[src/rtl/rsl_pkg.sv]
package rsl_pkg;

   typedef struct packed {
      logic q;
      logic qb;
   } pair_t;

   typedef struct packed {
      logic c1a;
      logic c1b;
      logic s;
      logic r;
   } lhs_t;

   localparam pair_t PAIR_ZERO = '{q: 1'b0, qb: 1'b0};
   localparam lhs_t  LHS_ZERO  = '{c1a: 1'b0, c1b: 1'b0, s: 1'b0, r: 1'b0};

endpackage

[src/rtl/rsl_toffoli_gate.sv]
// Controlled-controlled-NOT: target line becomes (x AND y) XOR z, control y passes through.
module rsl_toffoli_gate #(
   parameter int FORM = 0   // 0: xor form, 1: mux form
) (
   input  logic x_i,
   input  logic y_i,
   input  logic z_i,
   output logic y_o,
   output logic z_o
);
   logic both;
   assign both = x_i & y_i;
   assign y_o  = y_i;

   generate
      if (FORM == 0) begin : g_xor
         assign z_o = both ^ z_i;
      end else begin : g_mux
         assign z_o = z_i ? ~both : both;
      end
   endgenerate
endmodule

[src/rtl/rsl_fwd_step.sv]
// One forward gate-processing step of the crossed pair of target-tied gates.
module rsl_fwd_step
   import rsl_pkg::*;
#(
   parameter int GATE_FORM = 0
) (
   input  logic  set_n_i,
   input  logic  reset_n_i,
   input  pair_t cur_i,
   output pair_t nxt_o,
   output logic [1:0] garb_o
);
   localparam logic TIE_TARGET = 1'b1;

   logic nq, nqb, pass_qb, pass_q;

   rsl_toffoli_gate #(.FORM(GATE_FORM)) u_set_gate (
      .x_i(set_n_i), .y_i(cur_i.qb), .z_i(TIE_TARGET),
      .y_o(pass_qb), .z_o(nq)
   );

   rsl_toffoli_gate #(.FORM(GATE_FORM)) u_rst_gate (
      .x_i(reset_n_i), .y_i(cur_i.q), .z_i(TIE_TARGET),
      .y_o(pass_q), .z_o(nqb)
   );

   assign nxt_o  = '{q: nq, qb: nqb};
   assign garb_o = {pass_q, pass_qb};
endmodule

[src/rtl/rsl_reverse_map.sv]
// Closed-form mapping of right-hand terminals onto the left-hand lines.
module rsl_reverse_map
   import rsl_pkg::*;
(
   input  logic rq_i,
   input  logic rqb_i,
   input  logic rs_i,
   input  logic rr_i,
   output lhs_t lhs_o
);
   always_comb begin
      lhs_o.s   = rs_i;
      lhs_o.r   = rr_i;
      lhs_o.c1a = rq_i  ? rs_i : rqb_i;
      lhs_o.c1b = rqb_i ? rr_i : rq_i;
   end
endmodule

[src/rtl/rev_sr_latch.sv]
module rev_sr_latch
   import rsl_pkg::*;
#(
   parameter bit RST_Q     = 1'b0,
   parameter bit RST_QB    = 1'b1,
   parameter int GATE_FORM = 0
) (
   input  logic       clk_i,
   input  logic       rst_i,
   input  logic       set_n_i,
   input  logic       reset_n_i,
   input  logic       rev_i,
   input  logic       step_i,
   input  logic       rev_q_i,
   input  logic       rev_qb_i,
   output logic       q_o,
   output logic       qb_o,
   output logic [1:0] garb_o,
   output logic       settled_o,
   output logic [3:0] lhs_o
);
   localparam pair_t RST_PAIR = '{q: RST_Q, qb: RST_QB};

   generate
      if (RST_Q == RST_QB) begin : g_bad_rst
         $error("reset pair must be complementary");
      end
      if (GATE_FORM < 0 || GATE_FORM > 1) begin : g_bad_form
         $error("GATE_FORM must be 0 or 1");
      end
   endgenerate

   pair_t pair_r, pair_nxt;
   lhs_t  lhs_map;
   logic  fwd_step;

   rsl_fwd_step #(.GATE_FORM(GATE_FORM)) u_step (
      .set_n_i(set_n_i), .reset_n_i(reset_n_i),
      .cur_i(pair_r), .nxt_o(pair_nxt), .garb_o(garb_o)
   );

   rsl_reverse_map u_rev (
      .rq_i(rev_q_i), .rqb_i(rev_qb_i),
      .rs_i(set_n_i), .rr_i(reset_n_i),
      .lhs_o(lhs_map)
   );

   assign fwd_step = step_i & ~rev_i;

   always_ff @(posedge clk_i) begin
      if (rst_i)         pair_r <= RST_PAIR;
      else if (fwd_step) pair_r <= pair_nxt;
   end

   assign q_o       = pair_r.q;
   assign qb_o      = pair_r.qb;
   assign settled_o = rev_i | (pair_nxt == pair_r);
   assign lhs_o     = rev_i ? lhs_map : LHS_ZERO;
endmodule

[config.mk]
export PLATFORM = sky130hd
export DESIGN_NAME = rev_sr_latch
export DESIGN_NICKNAME = d
export VERILOG_FILES = /design/src/rtl/rsl_pkg.sv /design/src/rtl/rsl_toffoli_gate.sv /design/src/rtl/rsl_fwd_step.sv /design/src/rtl/rsl_reverse_map.sv /design/src/rtl/rev_sr_latch.sv
export SDC_FILE = /design/constraint.sdc
export NUM_CORES = 1
export LEC_CHECK = 0
export BUFFER_PORTS_ARGS = -buffer_cell sky130_fd_sc_hd__buf_2
export CORE_AREA = 3 3 40 42
export CTS_BUF_LIST = sky130_fd_sc_hd__clkbuf_4 sky130_fd_sc_hd__clkbuf_8 sky130_fd_sc_hd__clkbuf_16
export DETAILED_ROUTE_END_ITERATION = 6
export DIE_AREA = 0 0 43 45
export PLACE_DENSITY = 0.39
export SYNTH_ARGS = -nofsm -noshare
export SYNTH_HDL_FRONTEND = slang
export SYNTH_HIERARCHICAL = 1
export SYNTH_SLANG_ARGS = --single-unit
[constraint.sdc]
create_clock -name clk_i -period 1.9 [get_ports clk_i]
set_input_delay 0.285 -clock clk_i [delete_from_list [all_inputs] [get_ports clk_i]]
set_output_delay 0.285 -clock clk_i [all_outputs]
set_load 0.005 [all_outputs]
==> results of run 1 <==
final cells by class:
class | instances | area, um2 | share of cell area
Tap cell | 15 | 18.8 | 0.0612
Timing Repair Buffer | 16 | 80.1 | 0.261
Multi-Input combinational cell | 20 | 145 | 0.473
Clock buffer | 3 | 22.5 | 0.0735
Sequential cell | 2 | 40.0 | 0.131
metrics by stage:
step / power [mW] / instances / hold slack, ps / cell area [um2]
2_1_floorplan: 0.0960 / 30 / 357 / 245
3_3_place_gp: 0.105 / 53 / 468 / 284
3_5_place_dp: 0.106 / 53 / 471 / 284
4_1_cts: 0.200 / 56 / 237 / 307
5_1_grt: 0.210 / 56 / 239 / 307
6_report: 0.193 / 56 / 245 / 307
cell families after synthesis:
kind of cell	after synthesis	share of synthesized area
other cells	1	0.0155
mux	3	0.135
buf+inv	8	0.249
flops	2	0.166
simple gates	9	0.223
compound gates	2	0.0674
xor+xnor	4	0.145
report_power, final:
group	internal (mW)	switching (mW)	total (mW)
Clock	0.0693	0.0202	0.0895
Sequential	0.0453	0.00403	0.0493
Combinational	0.0319	0.0228	0.0546
Total	0.146	0.0470	0.193
worst min path at each step:
stage                     start               end  slack, ps  cells after the start
after floorplan           rst_i  q_o$_SDFFE_PP0P_        360                      1
after global placement    rst_i  q_o$_SDFFE_PP0P_        470                      2
after detailed placement  rst_i  q_o$_SDFFE_PP0P_        470                      2
after CTS                 rst_i  q_o$_SDFFE_PP0P_        240                      2
after global routing      rst_i  q_o$_SDFFE_PP0P_        240                      2
final                     rst_i  q_o$_SDFFE_PP0P_        240                      2
cells in the final DEF, fill, tap and decap left out:
cell | Yosys | final
dfxtp_1 | 2 | 2
xnor2_1 | 4 | 4
a211o_1 | 1 | 1
nor2b_1 | 1 | 1
mux2_1 | 2 | 2
nand2_1 | 2 | 2
buf_2 | 0 | 16
and2_2 | 2 | 2
nor2b_2 | 1 | 1
a21o_1 | 1 | 1
and2_1 | 2 | 2
clkbuf_4 | 0 | 3
mux2i_1 | 1 | 1
nor2_1 | 1 | 1
conb_1 | 1 | 2
registers in the layout (all words and copies together), names as in the netlist:
register,cells
qb_o,1
q_o,1
layer usage:
metal,GRT usage,part of all wire
met3,0.00398,0.13
met1,0.0621,0.38
met5,0,0
met2,0.0928,0.48
met4,0.0723,0
critical path, delay by kind of cell, from the launching register on:
family / cells / cell delay [ps]
DFF: 1 / 390
and+or+nand+nor: 1 / 90
AOI/OAI and AO/OA: 1 / 190
xor gates and xnor gates: 2 / 300
buffers and inverters: 1 / 120
==> reports/summary.json, run 1 <==
{
  "grt_antenna_before_repair": {"value": 0},
  "clock_buffer_count_from_cts": {"value": 3},
  "postSynth.asyncResetShare": {"value": 0},
  "critical-path-top-cell-by-count": {"value": "xnor2_1"},
  "synth-seq-cells": {"value": 2},
  "leakagePower": {"value": 0.155, "unit": "nW"},
  "library_cell_with_the_highest_instance_count_after_synthesis": {"value": "buf_4"},
  "preCtsSetupSlack": {"value": 519, "unit": "ps"},
  "tritoncts": {"value": "built"},
  "max-cap-violations": {"value": 0},
  "synth_enable_flop_cells": {"value": 0},
  "synth.cell_area": {"value": 241, "unit": "um2"},
  "ir_worst_vdd": {"value": 0.0968, "unit": "mV"},
  "master_cell_of_the_clock_root_buffer": {"value": "clkbuf_4"},
  "worst-setup-path-type": {"value": "flop to primary output"},
  "boundaryPins": {"value": 17},
  "buffer_depth_of_the_longest_clock_path": {"value": 2},
  "ys_top_cells_by_area": {"value": "buf_4 25%, dfxtp_1 17%, xnor2_1 15%"},
  "power.density": {"value": 631, "unit": "mW/mm2"},
  "synthCells": {"value": 29},
  "first_global_vias": {"value": 212},
  "die-height": {"value": 45, "unit": "um"},
  "critPathCapture": {"value": "settled_o"},
  "outcome": {"value": "complete, no violations"},
  "max_frequency": {"value": 0.629, "unit": "GHz"},
  "grt_start_max_net_pins": {"value": 7},
  "ys.flop_type": {"value": "dfxtp_1"},
  "logic_depth_of_the_worst_register_to_register_path": {"value": 3},
  "post-cts-setup-buffers": {"value": 0},
  "io_buffers": {"value": 16},
  "reg2reg_slack": {"value": 890, "unit": "ps"},
  "crit_path_cell_trace": {"value": "nand2_1 -> xnor2_1 -> xnor2_1 -> a21o_1 -> buf_2"},
  "yosys.area.top_type": {"value": "buf_4"},
  "route.vias.total": {"value": 212},
  "final_nets": {"value": 51},
  "htreeDepth": {"value": 1},
  "synth_sequential_area_ratio": {"value": 0.166},
  "synth_area_per_cell": {"value": 8.33, "unit": "um2"},
  "yosys_warnings": {"value": 6},
  "die_area": {"value": 0.00194, "unit": "mm2"},
  "synth_common_cells": {"value": "8 x buf_4, 4 x xnor2_1"},
  "wire_length_of_the_first_global_routing_pass": {"value": 800, "unit": "um"},
  "cts_sinks": {"value": 2},
  "grt_usage": {"value": 0.0581},
  "start_kind": {"value": "flop"},
  "timing.final.hold_violations": {"value": 0},
  "finalWorstSetupSlack": {"value": 310, "unit": "ps"},
  "yosysTopAreaCellShare": {"value": 0.249},
  "netlist-cell-type-count": {"value": 14},
  "min_period": {"value": 1590, "unit": "ps"},
  "core_region_area": {"value": 0.00128, "unit": "mm2"},
  "initial_core_util": {"value": 0.188},
  "finalCoreUtilization": {"value": 0.239},
  "startpoint": {"value": "q_o$_SDFFE_PP0P_"},
  "worst_setup_path_end_kind": {"value": "primary output"},
  "crit_path_top_delay_cell": {"value": "dfxtp_1"},
  "insertion_delay": {"value": 220, "unit": "ps"},
  "route.final.wire_length": {"value": 487, "unit": "um"},
  "diodes_inserted": {"value": 0},
  "clk_transition_reported_paths": {"value": 30, "unit": "ps"},
  "layout_worst_path_cycle_share": {"value": 0.837},
  "drive_above_1_share": {"value": 0.537},
  "hp-class": {"value": "primary input to flop"},
  "cp.arrival": {"value": 1300, "unit": "ps"},
  "rr_startpoint": {"value": "q_o$_SDFFE_PP0P_"},
  "layout_area_growth_over_synthesis": {"value": 26.9, "unit": "%"},
  "post_drt_wl_per_cell": {"value": 8.70, "unit": "um"},
  "chipWidth": {"value": 43, "unit": "um"},
  "timing.final.max_slew_violations": {"value": 0},
  "place.gp.congestion": {"value": 0.605},
  "finClkSkew": {"value": 1.40, "unit": "ps"},
  "detail-route-antenna-nets": {"value": 0},
  "worst_r2r_endpoint": {"value": "qb_o$_SDFFE_PP1P_"},
  "remaining_drc_errors": {"value": 0},
  "routed_via_density": {"value": 3.79},
  "critical_path_peak_fanout": {"value": 5},
  "final.setup.tns": {"value": 0, "unit": "ps"},
  "detailedRoute.firstIterationViolations": {"value": 2},
  "timing.final.setup_violations": {"value": 0},
  "cp_required": {"value": 1620, "unit": "ps"},
  "grt.overflow.total": {"value": 0},
  "cts_hold_buffers_added": {"value": 0},
  "setup_repair_after_global_routing_missed_its_margin": {"value": "no"},
  "drt_first_pass_iters": {"value": 4},
  "placement_rows": {"value": 13},
  "cts.repair.resized": {"value": 0},
  "fillerInstances": {"value": 150},
  "crit_path_max_incr_delay": {"value": 390, "unit": "ps"}
}
(Power assumes the default switching activity.)
==> run 2: changes to the inputs <==
Clock period 1.9 ns to 1.57 ns, I/O delays scaled along.
==> reports/summary.json, run 2 (synthesis gave the netlist of run 1 again) <==
{
  "initial_core_util": {"value": 0.188, "change": "unchanged"},
  "grt.overflow.total": {"value": 0, "change": "unchanged"},
  "timing.final.max_slew_violations": {"value": 0, "change": "unchanged"},
  "ir_worst_vdd": {"value": 0.154, "unit": "mV", "change": "was 0.0968 mV"},
  "wire_length_of_the_first_global_routing_pass": {"value": 779, "unit": "um", "change": "was 800 um"},
  "grt_antenna_before_repair": {"value": 0, "change": "unchanged"},
  "hp-class": {"value": "primary input to flop", "change": "unchanged"},
  "route.final.wire_length": {"value": 475, "unit": "um", "change": "was 487 um"},
  "grt_usage": {"value": 0.0557, "change": "was 0.0581"},
  "route.vias.total": {"value": 201, "change": "was 212"},
  "leakagePower": {"value": 0.156, "unit": "nW", "change": "was 0.155 nW"},
  "first_global_vias": {"value": 184, "change": "was 212"},
  "final.setup.tns": {"value": 0, "unit": "ps", "change": "unchanged"},
  "grt_start_max_net_pins": {"value": 7, "change": "unchanged"},
  "clk_transition_reported_paths": {"value": 30, "unit": "ps", "change": "about the same"},
  "drt_first_pass_iters": {"value": 1, "change": "was 4"},
  "layout_area_growth_over_synthesis": {"value": 29.0, "unit": "%", "change": "was 26.9%"},
  "fin_hold_ws": {"value": 178, "unit": "ps", "change": "was 245 ps"},
  "outcome": {"value": "complete, no violations", "change": "unchanged"},
  "max-cap-violations": {"value": 0, "change": "unchanged"},
  "diodes_inserted": {"value": 0, "change": "unchanged"},
  "finClkSkew": {"value": 0.211, "unit": "ps", "change": "was 1.40 ps"},
  "min_period": {"value": 1460, "unit": "ps"},
  "power.density": {"value": 764, "unit": "mW/mm2", "change": "was 631 mW/mm2"},
  "cts_sinks": {"value": 2, "change": "unchanged"},
  "critical_path_peak_fanout": {"value": 5, "change": "unchanged"},
  "worst_setup_path_end_kind": {"value": "primary output", "change": "unchanged"},
  "max_frequency": {"value": 0.686, "unit": "GHz"},
  "layout_worst_path_cycle_share": {"value": 0.928},
  "buffer_depth_of_the_longest_clock_path": {"value": 2, "change": "unchanged"},
  "post_drt_wl_per_cell": {"value": 8.48, "unit": "um", "change": "was 8.70 um"},
  "setup_repair_after_global_routing_missed_its_margin": {"value": "no", "change": "unchanged"},
  "clock_buffer_count_from_cts": {"value": 3, "change": "unchanged"},
  "post-cts-setup-buffers": {"value": 0, "change": "unchanged"},
  "master_cell_of_the_clock_root_buffer": {"value": "clkbuf_4", "change": "unchanged"},
  "boundaryPins": {"value": 17, "change": "unchanged"},
  "detail-route-antenna-nets": {"value": 0, "change": "unchanged"},
  "detailedRoute.firstIterationViolations": {"value": 0, "change": "was 2"},
  "layout_common_cells": {"value": "16 x buf_2, 4 x xnor2_1, 3 x clkbuf_4", "change": "unchanged"},
  "core_region_area": {"value": 0.00128, "unit": "mm2", "change": "unchanged"},
  "place.gp.congestion": {"value": 0.583, "change": "was 0.605"},
  "chipWidth": {"value": 43, "unit": "um", "change": "unchanged"},
  "most_common_cell_after_layout_fill_and_taps_aside": {"value": "buf_2", "change": "unchanged"},
  "placement_rows": {"value": 13, "change": "unchanged"},
  "tritoncts": {"value": "built", "change": "unchanged"},
  "worst-setup-path-type": {"value": "flop to primary output", "change": "unchanged"},
  "cp.arrival": {"value": 1220, "unit": "ps", "change": "was 1300 ps"},
  "timing.final.setup_violations": {"value": 0, "change": "unchanged"},
  "io_buffers": {"value": 16, "change": "unchanged"},
  "final_nets": {"value": 51, "change": "unchanged"},
  "drive_above_1_share": {"value": 0.585, "change": "was 0.537"},
  "start_kind": {"value": "flop", "change": "unchanged"},
  "die-height": {"value": 45, "unit": "um", "change": "unchanged"},
  "routed_via_density": {"value": 3.59, "change": "was 3.79"},
  "htreeDepth": {"value": 1, "change": "unchanged"},
  "cp_required": {"value": 1330, "unit": "ps", "change": "was 1620 ps"},
  "insertion_delay": {"value": 220, "unit": "ps", "change": "about the same"},
  "remaining_drc_errors": {"value": 0, "change": "unchanged"},
  "timing.final.hold_violations": {"value": 0, "change": "unchanged"},
  "die_area": {"value": 0.00194, "unit": "mm2", "change": "unchanged"}
}
[run 2: metrics by stage]
stage,power [mW],utilization,std cells,area [um2],setup slack (ps)
finish,0.238,0.242,56,312,113
global route,0.265,0.242,56,312,12.4
CTS,0.250,0.239,56,307,3.50
detailed placement,0.127,0.221,53,284,254
global placement,0.128,0.221,53,284,246
floorplan,0.116,-,30,245,331
[run 2: worst max-delay path, cell delays in order, from the launching register on]
cell and delay, ps:
dfxtp_4 360, nand2_1 60, xnor2_1 150, xnor2_1 140, a21o_1 180, buf_2 120
[run 2: power breakdown]
group	total, mW	switching (mW)	internal, mW
clock	0.113	0.0288	0.0843
combinational	0.0657	0.0270	0.0387
sequential	0.0594	0.00464	0.0547
[run 2: routing by layer]
layer,vias to the layer above,global-route usage,wire [um]
li1,107,-,-
met1,82,0.0791,220
met2,12,0.0659,205
met3,0,0.0239,48
met4,0,0.0361,0
met5,-,0,0
[run 2: timing repair]
action	4_1_cts	5_1_grt
setup endpoints to repair	0	1
hold buffers	0	0
gates resized for setup	0	3
[run 2: area by class of cell]
| class | instances | area, um2 |
|---|---|---|
| Multi-Input combinational cell | 20 | 145 |
| Tap cell | 15 | 18.8 |
| Sequential cell | 2 | 45.0 |
| Fill cell | 147 | 973 |
| Timing Repair Buffer | 16 | 80.1 |
| Clock buffer | 3 | 22.5 |
[run 2: final timing paths]
kind	start	end	slack, ps	depth (start not counted)
worst min register to register	q_o$_SDFFE_PP0P_	q_o$_SDFFE_PP0P_	540	2
worst max register to register	q_o$_SDFFE_PP0P_	qb_o$_SDFFE_PP1P_	620	3
worst max-delay path	q_o$_SDFFE_PP0P_	settled_o	110	5
worst min-delay path	rst_i	q_o$_SDFFE_PP0P_	180	2
==> run 3: changes to the inputs <==
Settings changed: ABC_AREA set to 1, CORE_AREA 3 3 40 42 to 2 2 39 41, DIE_AREA 0 0 43 45 to 0 0 41 43, PLACE_DENSITY 0.39 to 0.43.
==> reports/summary.json, run 3 <==
{
  "hold_depth": {"value": 3, "change": "was 2"},
  "netlist-cell-type-count": {"value": 10, "change": "was 14"},
  "post_drt_wl_per_cell": {"value": 6.78, "unit": "um", "change": "was 8.48 um"},
  "worst_hold_path.endpoint": {"value": "qb_o$_SDFFE_PP1P_", "change": "was q_o$_SDFFE_PP0P_"},
  "cp_num_buf_inv": {"value": 2, "change": "was 1"},
  "route.vias.total": {"value": 323, "change": "was 201"},
  "crit_path_top_delay_cell": {"value": "dfxtp_1", "change": "was dfxtp_4"},
  "final.setup.tns": {"value": 0, "unit": "ps", "change": "unchanged"},
  "min_period": {"value": 1330, "unit": "ps", "change": "was 1460 ps"},
  "synth_area_per_cell": {"value": 5.03, "unit": "um2", "change": "was 8.33 um2"},
  "cts_sinks": {"value": 2, "change": "unchanged"},
  "grt.overflow.total": {"value": 0, "change": "unchanged"},
  "clk_transition_reported_paths": {"value": 30, "unit": "ps", "change": "about the same"},
  "finalWorstSetupSlack": {"value": 241, "unit": "ps", "change": "was 113 ps"},
  "detailedRoute.firstIterationViolations": {"value": 1, "change": "was 0"},
  "post-cts-setup-buffers": {"value": 0, "change": "unchanged"},
  "critical_path_peak_fanout": {"value": 2, "change": "was 5"},
  "insertion_delay": {"value": 230, "unit": "ps", "change": "was 220 ps"},
  "cp.arrival": {"value": 1090, "unit": "ps", "change": "was 1220 ps"},
  "critical-path-top-cell-by-count": {"value": "nand2_1", "change": "was xnor2_1"},
  "crit_path_cell_trace": {"value": "nand2_1 -> nand2_1 -> nand2_1 -> inv_1 -> nand2_1 -> nand2_1 -> nand2_1 -> nand2_1 -> buf_2", "change": "was nand2_1 -> xnor2_1 -> xnor2_1 -> a21o_1 -> buf_2"},
  "max_frequency": {"value": 0.752, "unit": "GHz", "change": "was 0.686 GHz"},
  "initial_core_util": {"value": 0.214, "change": "was 0.188"},
  "remaining_drc_errors": {"value": 0, "change": "unchanged"},
  "detail-route-antenna-nets": {"value": 0, "change": "unchanged"},
  "chipWidth": {"value": 41, "unit": "um", "change": "was 43 um"},
  "finalPower": {"value": 252, "unit": "uW", "change": "was 238 uW"},
  "grt_start_max_net_pins": {"value": 7, "change": "unchanged"},
  "grt_usage": {"value": 0.0762, "change": "was 0.0557"},
  "master_cell_of_the_clock_root_buffer": {"value": "clkbuf_4", "change": "unchanged"},
  "leakagePower": {"value": 0.300, "unit": "nW", "change": "was 0.156 nW"},
  "grt_antenna_before_repair": {"value": 0, "change": "unchanged"},
  "clock_buffer_count_from_cts": {"value": 3, "change": "unchanged"},
  "place_inst": {"value": 88, "change": "was 53"},
  "buffer_depth_of_the_longest_clock_path": {"value": 2, "change": "unchanged"},
  "postSynth.asyncResetShare": {"value": 0, "change": "unchanged"},
  "layout_worst_path_cycle_share": {"value": 0.847, "change": "was 0.928"},
  "crit_path_max_incr_delay": {"value": 330, "unit": "ps", "change": "was 360 ps"},
  "cts.repair.resized": {"value": 0, "change": "unchanged"},
  "synthCells": {"value": 59, "change": "was 29"},
  "power.density": {"value": 654, "unit": "mW/mm2", "change": "was 764 mW/mm2"},
  "place.gp.congestion": {"value": 0.690, "change": "was 0.583"},
  "timing.final.hold_violations": {"value": 0, "change": "unchanged"},
  "ir_worst_vdd": {"value": 0.289, "unit": "mV", "change": "was 0.154 mV"},
  "cts_hold_buffers_added": {"value": 0, "change": "unchanged"},
  "post_layout_instance_count_excluding_filler_cells": {"value": 91, "change": "was 56"},
  "htreeDepth": {"value": 1, "change": "unchanged"},
  "synth_common_cells": {"value": "27 x nand2_1, 13 x inv_1, 8 x buf_4", "change": "was 8 x buf_4, 4 x xnor2_1"},
  "logic_depth_of_the_worst_register_to_register_path": {"value": 7, "change": "was 3"},
  "core_region_area": {"value": 0.00138, "unit": "mm2", "change": "was 0.00128 mm2"},
  "ys.flop_type": {"value": "dfxtp_1", "change": "unchanged"},
  "startpoint": {"value": "qb_o$_SDFFE_PP1P_", "change": "was q_o$_SDFFE_PP0P_"},
  "drt_first_pass_iters": {"value": 2, "change": "was 1"},
  "wire_length_of_the_first_global_routing_pass": {"value": 924, "unit": "um", "change": "was 779 um"},
  "rr_startpoint": {"value": "qb_o$_SDFFE_PP1P_", "change": "was q_o$_SDFFE_PP0P_"},
  "hp-class": {"value": "primary input to flop", "change": "unchanged"},
  "cpLargestDelayFamily": {"value": "simple AND/OR/NAND/NOR gates", "change": "was flip-flops"},
  "first_global_vias": {"value": 236, "change": "was 184"},
  "die-height": {"value": 43, "unit": "um", "change": "was 45 um"},
  "ys_top_cells_by_area": {"value": "nand2_1 34%, buf_4 20%, inv_1 16%", "change": "was buf_4 25%, dfxtp_1 17%, xnor2_1 15%"},
  "worst_setup_path_end_kind": {"value": "primary output", "change": "unchanged"},
  "yosys.area.top_type": {"value": "nand2_1", "change": "was buf_4"},
  "synth_enable_flop_cells": {"value": 0, "change": "unchanged"},
  "route.final.wire_length": {"value": 617, "unit": "um", "change": "was 475 um"},
  "synth_sequential_area_ratio": {"value": 0.135, "change": "was 0.166"},
  "boundaryPins": {"value": 17, "change": "unchanged"},
  "tritoncts": {"value": "built", "change": "unchanged"},
  "reg2reg_slack": {"value": 740, "unit": "ps", "change": "was 620 ps"},
  "timing.final.setup_violations": {"value": 0, "change": "unchanged"},
  "yosys_warnings": {"value": 6, "change": "unchanged"},
  "yosysTopAreaCellShare": {"value": 0.342, "change": "was 0.249"},
  "preCtsSetupSlack": {"value": 406, "unit": "ps", "change": "was 254 ps"},
  "finClkSkew": {"value": 6.89, "unit": "ps", "change": "was 0.211 ps"},
  "io_buffers": {"value": 16, "change": "unchanged"},
  "layout_common_cells": {"value": "27 x nand2_1, 16 x buf_2, 13 x inv_1", "change": "was 16 x buf_2, 4 x xnor2_1, 3 x clkbuf_4"},
  "routed_via_density": {"value": 3.55, "change": "was 3.59"},
  "most_common_cell_after_layout_fill_and_taps_aside": {"value": "nand2_1", "change": "was buf_2"},
  "max-cap-violations": {"value": 0, "change": "unchanged"},
  "timing.final.max_slew_violations": {"value": 0, "change": "unchanged"},
  "die_area": {"value": 0.00176, "unit": "mm2", "change": "was 0.00194 mm2"},
  "start_kind": {"value": "flop", "change": "unchanged"},
  "synth.cell_area": {"value": 297, "unit": "um2", "change": "was 241 um2"},
  "worst_r2r_endpoint": {"value": "q_o$_SDFFE_PP0P_", "change": "was qb_o$_SDFFE_PP1P_"},
  "worst-setup-path-type": {"value": "flop to primary output", "change": "unchanged"},
  "final_nets": {"value": 85, "change": "was 51"},
  "placement_rows": {"value": 14, "change": "was 13"},
  "library_cell_with_the_highest_instance_count_after_synthesis": {"value": "nand2_1", "change": "was buf_4"},
  "dp_hpwl": {"value": 511, "unit": "um"},
  "drive_above_1_share": {"value": 0.307, "change": "was 0.585"},
  "setup_repair_after_global_routing_missed_its_margin": {"value": "no", "change": "unchanged"},
  "diodes_inserted": {"value": 0, "change": "unchanged"},
  "hp-start": {"value": "rst_i", "change": "unchanged"},
  "outcome": {"value": "complete, no violations", "change": "unchanged"},
  "layout_area_growth_over_synthesis": {"value": 30.0, "unit": "%", "change": "was 29.0%"},
  "synth-seq-cells": {"value": 2, "change": "unchanged"},
  "cp_required": {"value": 1330, "unit": "ps", "change": "about the same"}
}
run 3: worst max-delay path by stage:
stage                     end  slack (ps)  cells past startpoint
global placement    settled_o         420                     10
finish              settled_o         240                      9
CTS                 settled_o         210                      9
global route        settled_o         130                      9
detailed placement  settled_o         410                     10
floorplan           settled_o         390                      9
run 3: worst register-to-register path: stages, from the launching register on:
cell	delay [ps]
dfxtp_1	330
nand2_1	50
nand2_1	50
nand2_1	60
inv_1	80
nand3_2	60
nand2_1	50
nor2_1	30
run 3: report_power, final:
part           internal (mW)  switching (mW)
Combinational         0.0368          0.0439
Clock                 0.0844          0.0302
Sequential            0.0548         0.00185
Total                  0.176          0.0760
run 3: cell type report:
cell class	count	area, um2
inverters	14	52.6
clock buffers	3	22.5
flip-flops and latches	2	40.0
well taps	16	20.0
repair buffers	18	95.1
multi-input cells	38	155
fillers	169	998
run 3: per-layer routing:
layer,vias to the layer above,part of all wire,GRT usage
li1,189,-,-
met1,129,0.48,0.0958
met2,5,0.47,0.116
met3,0,0.041,0.0471
met4,0,0,0
met5,-,0,0
run 3: kinds of logic (layout without fill, tap and decap cells):
logic type | count (synthesis) | after routing | share of synthesized area
and+or+nand+nor | 33 | 33 | 0.456
buffers and inverters | 22 | 35 | 0.380
DFF | 2 | 2 | 0.135
other | 1 | 4 | 0.0126
AOI/OAI and AO/OA | 1 | 1 | 0.0169
run 3: stage by stage:
stage / hold slack, ps / instance area, um2 / util
floorplan: 355 / 308 / -
global placement: 452 / 363 / 0.262
detailed placement: 456 / 363 / 0.262
CTS: 214 / 385 / 0.278
global route: 223 / 385 / 0.278
finish: 219 / 385 / 0.278
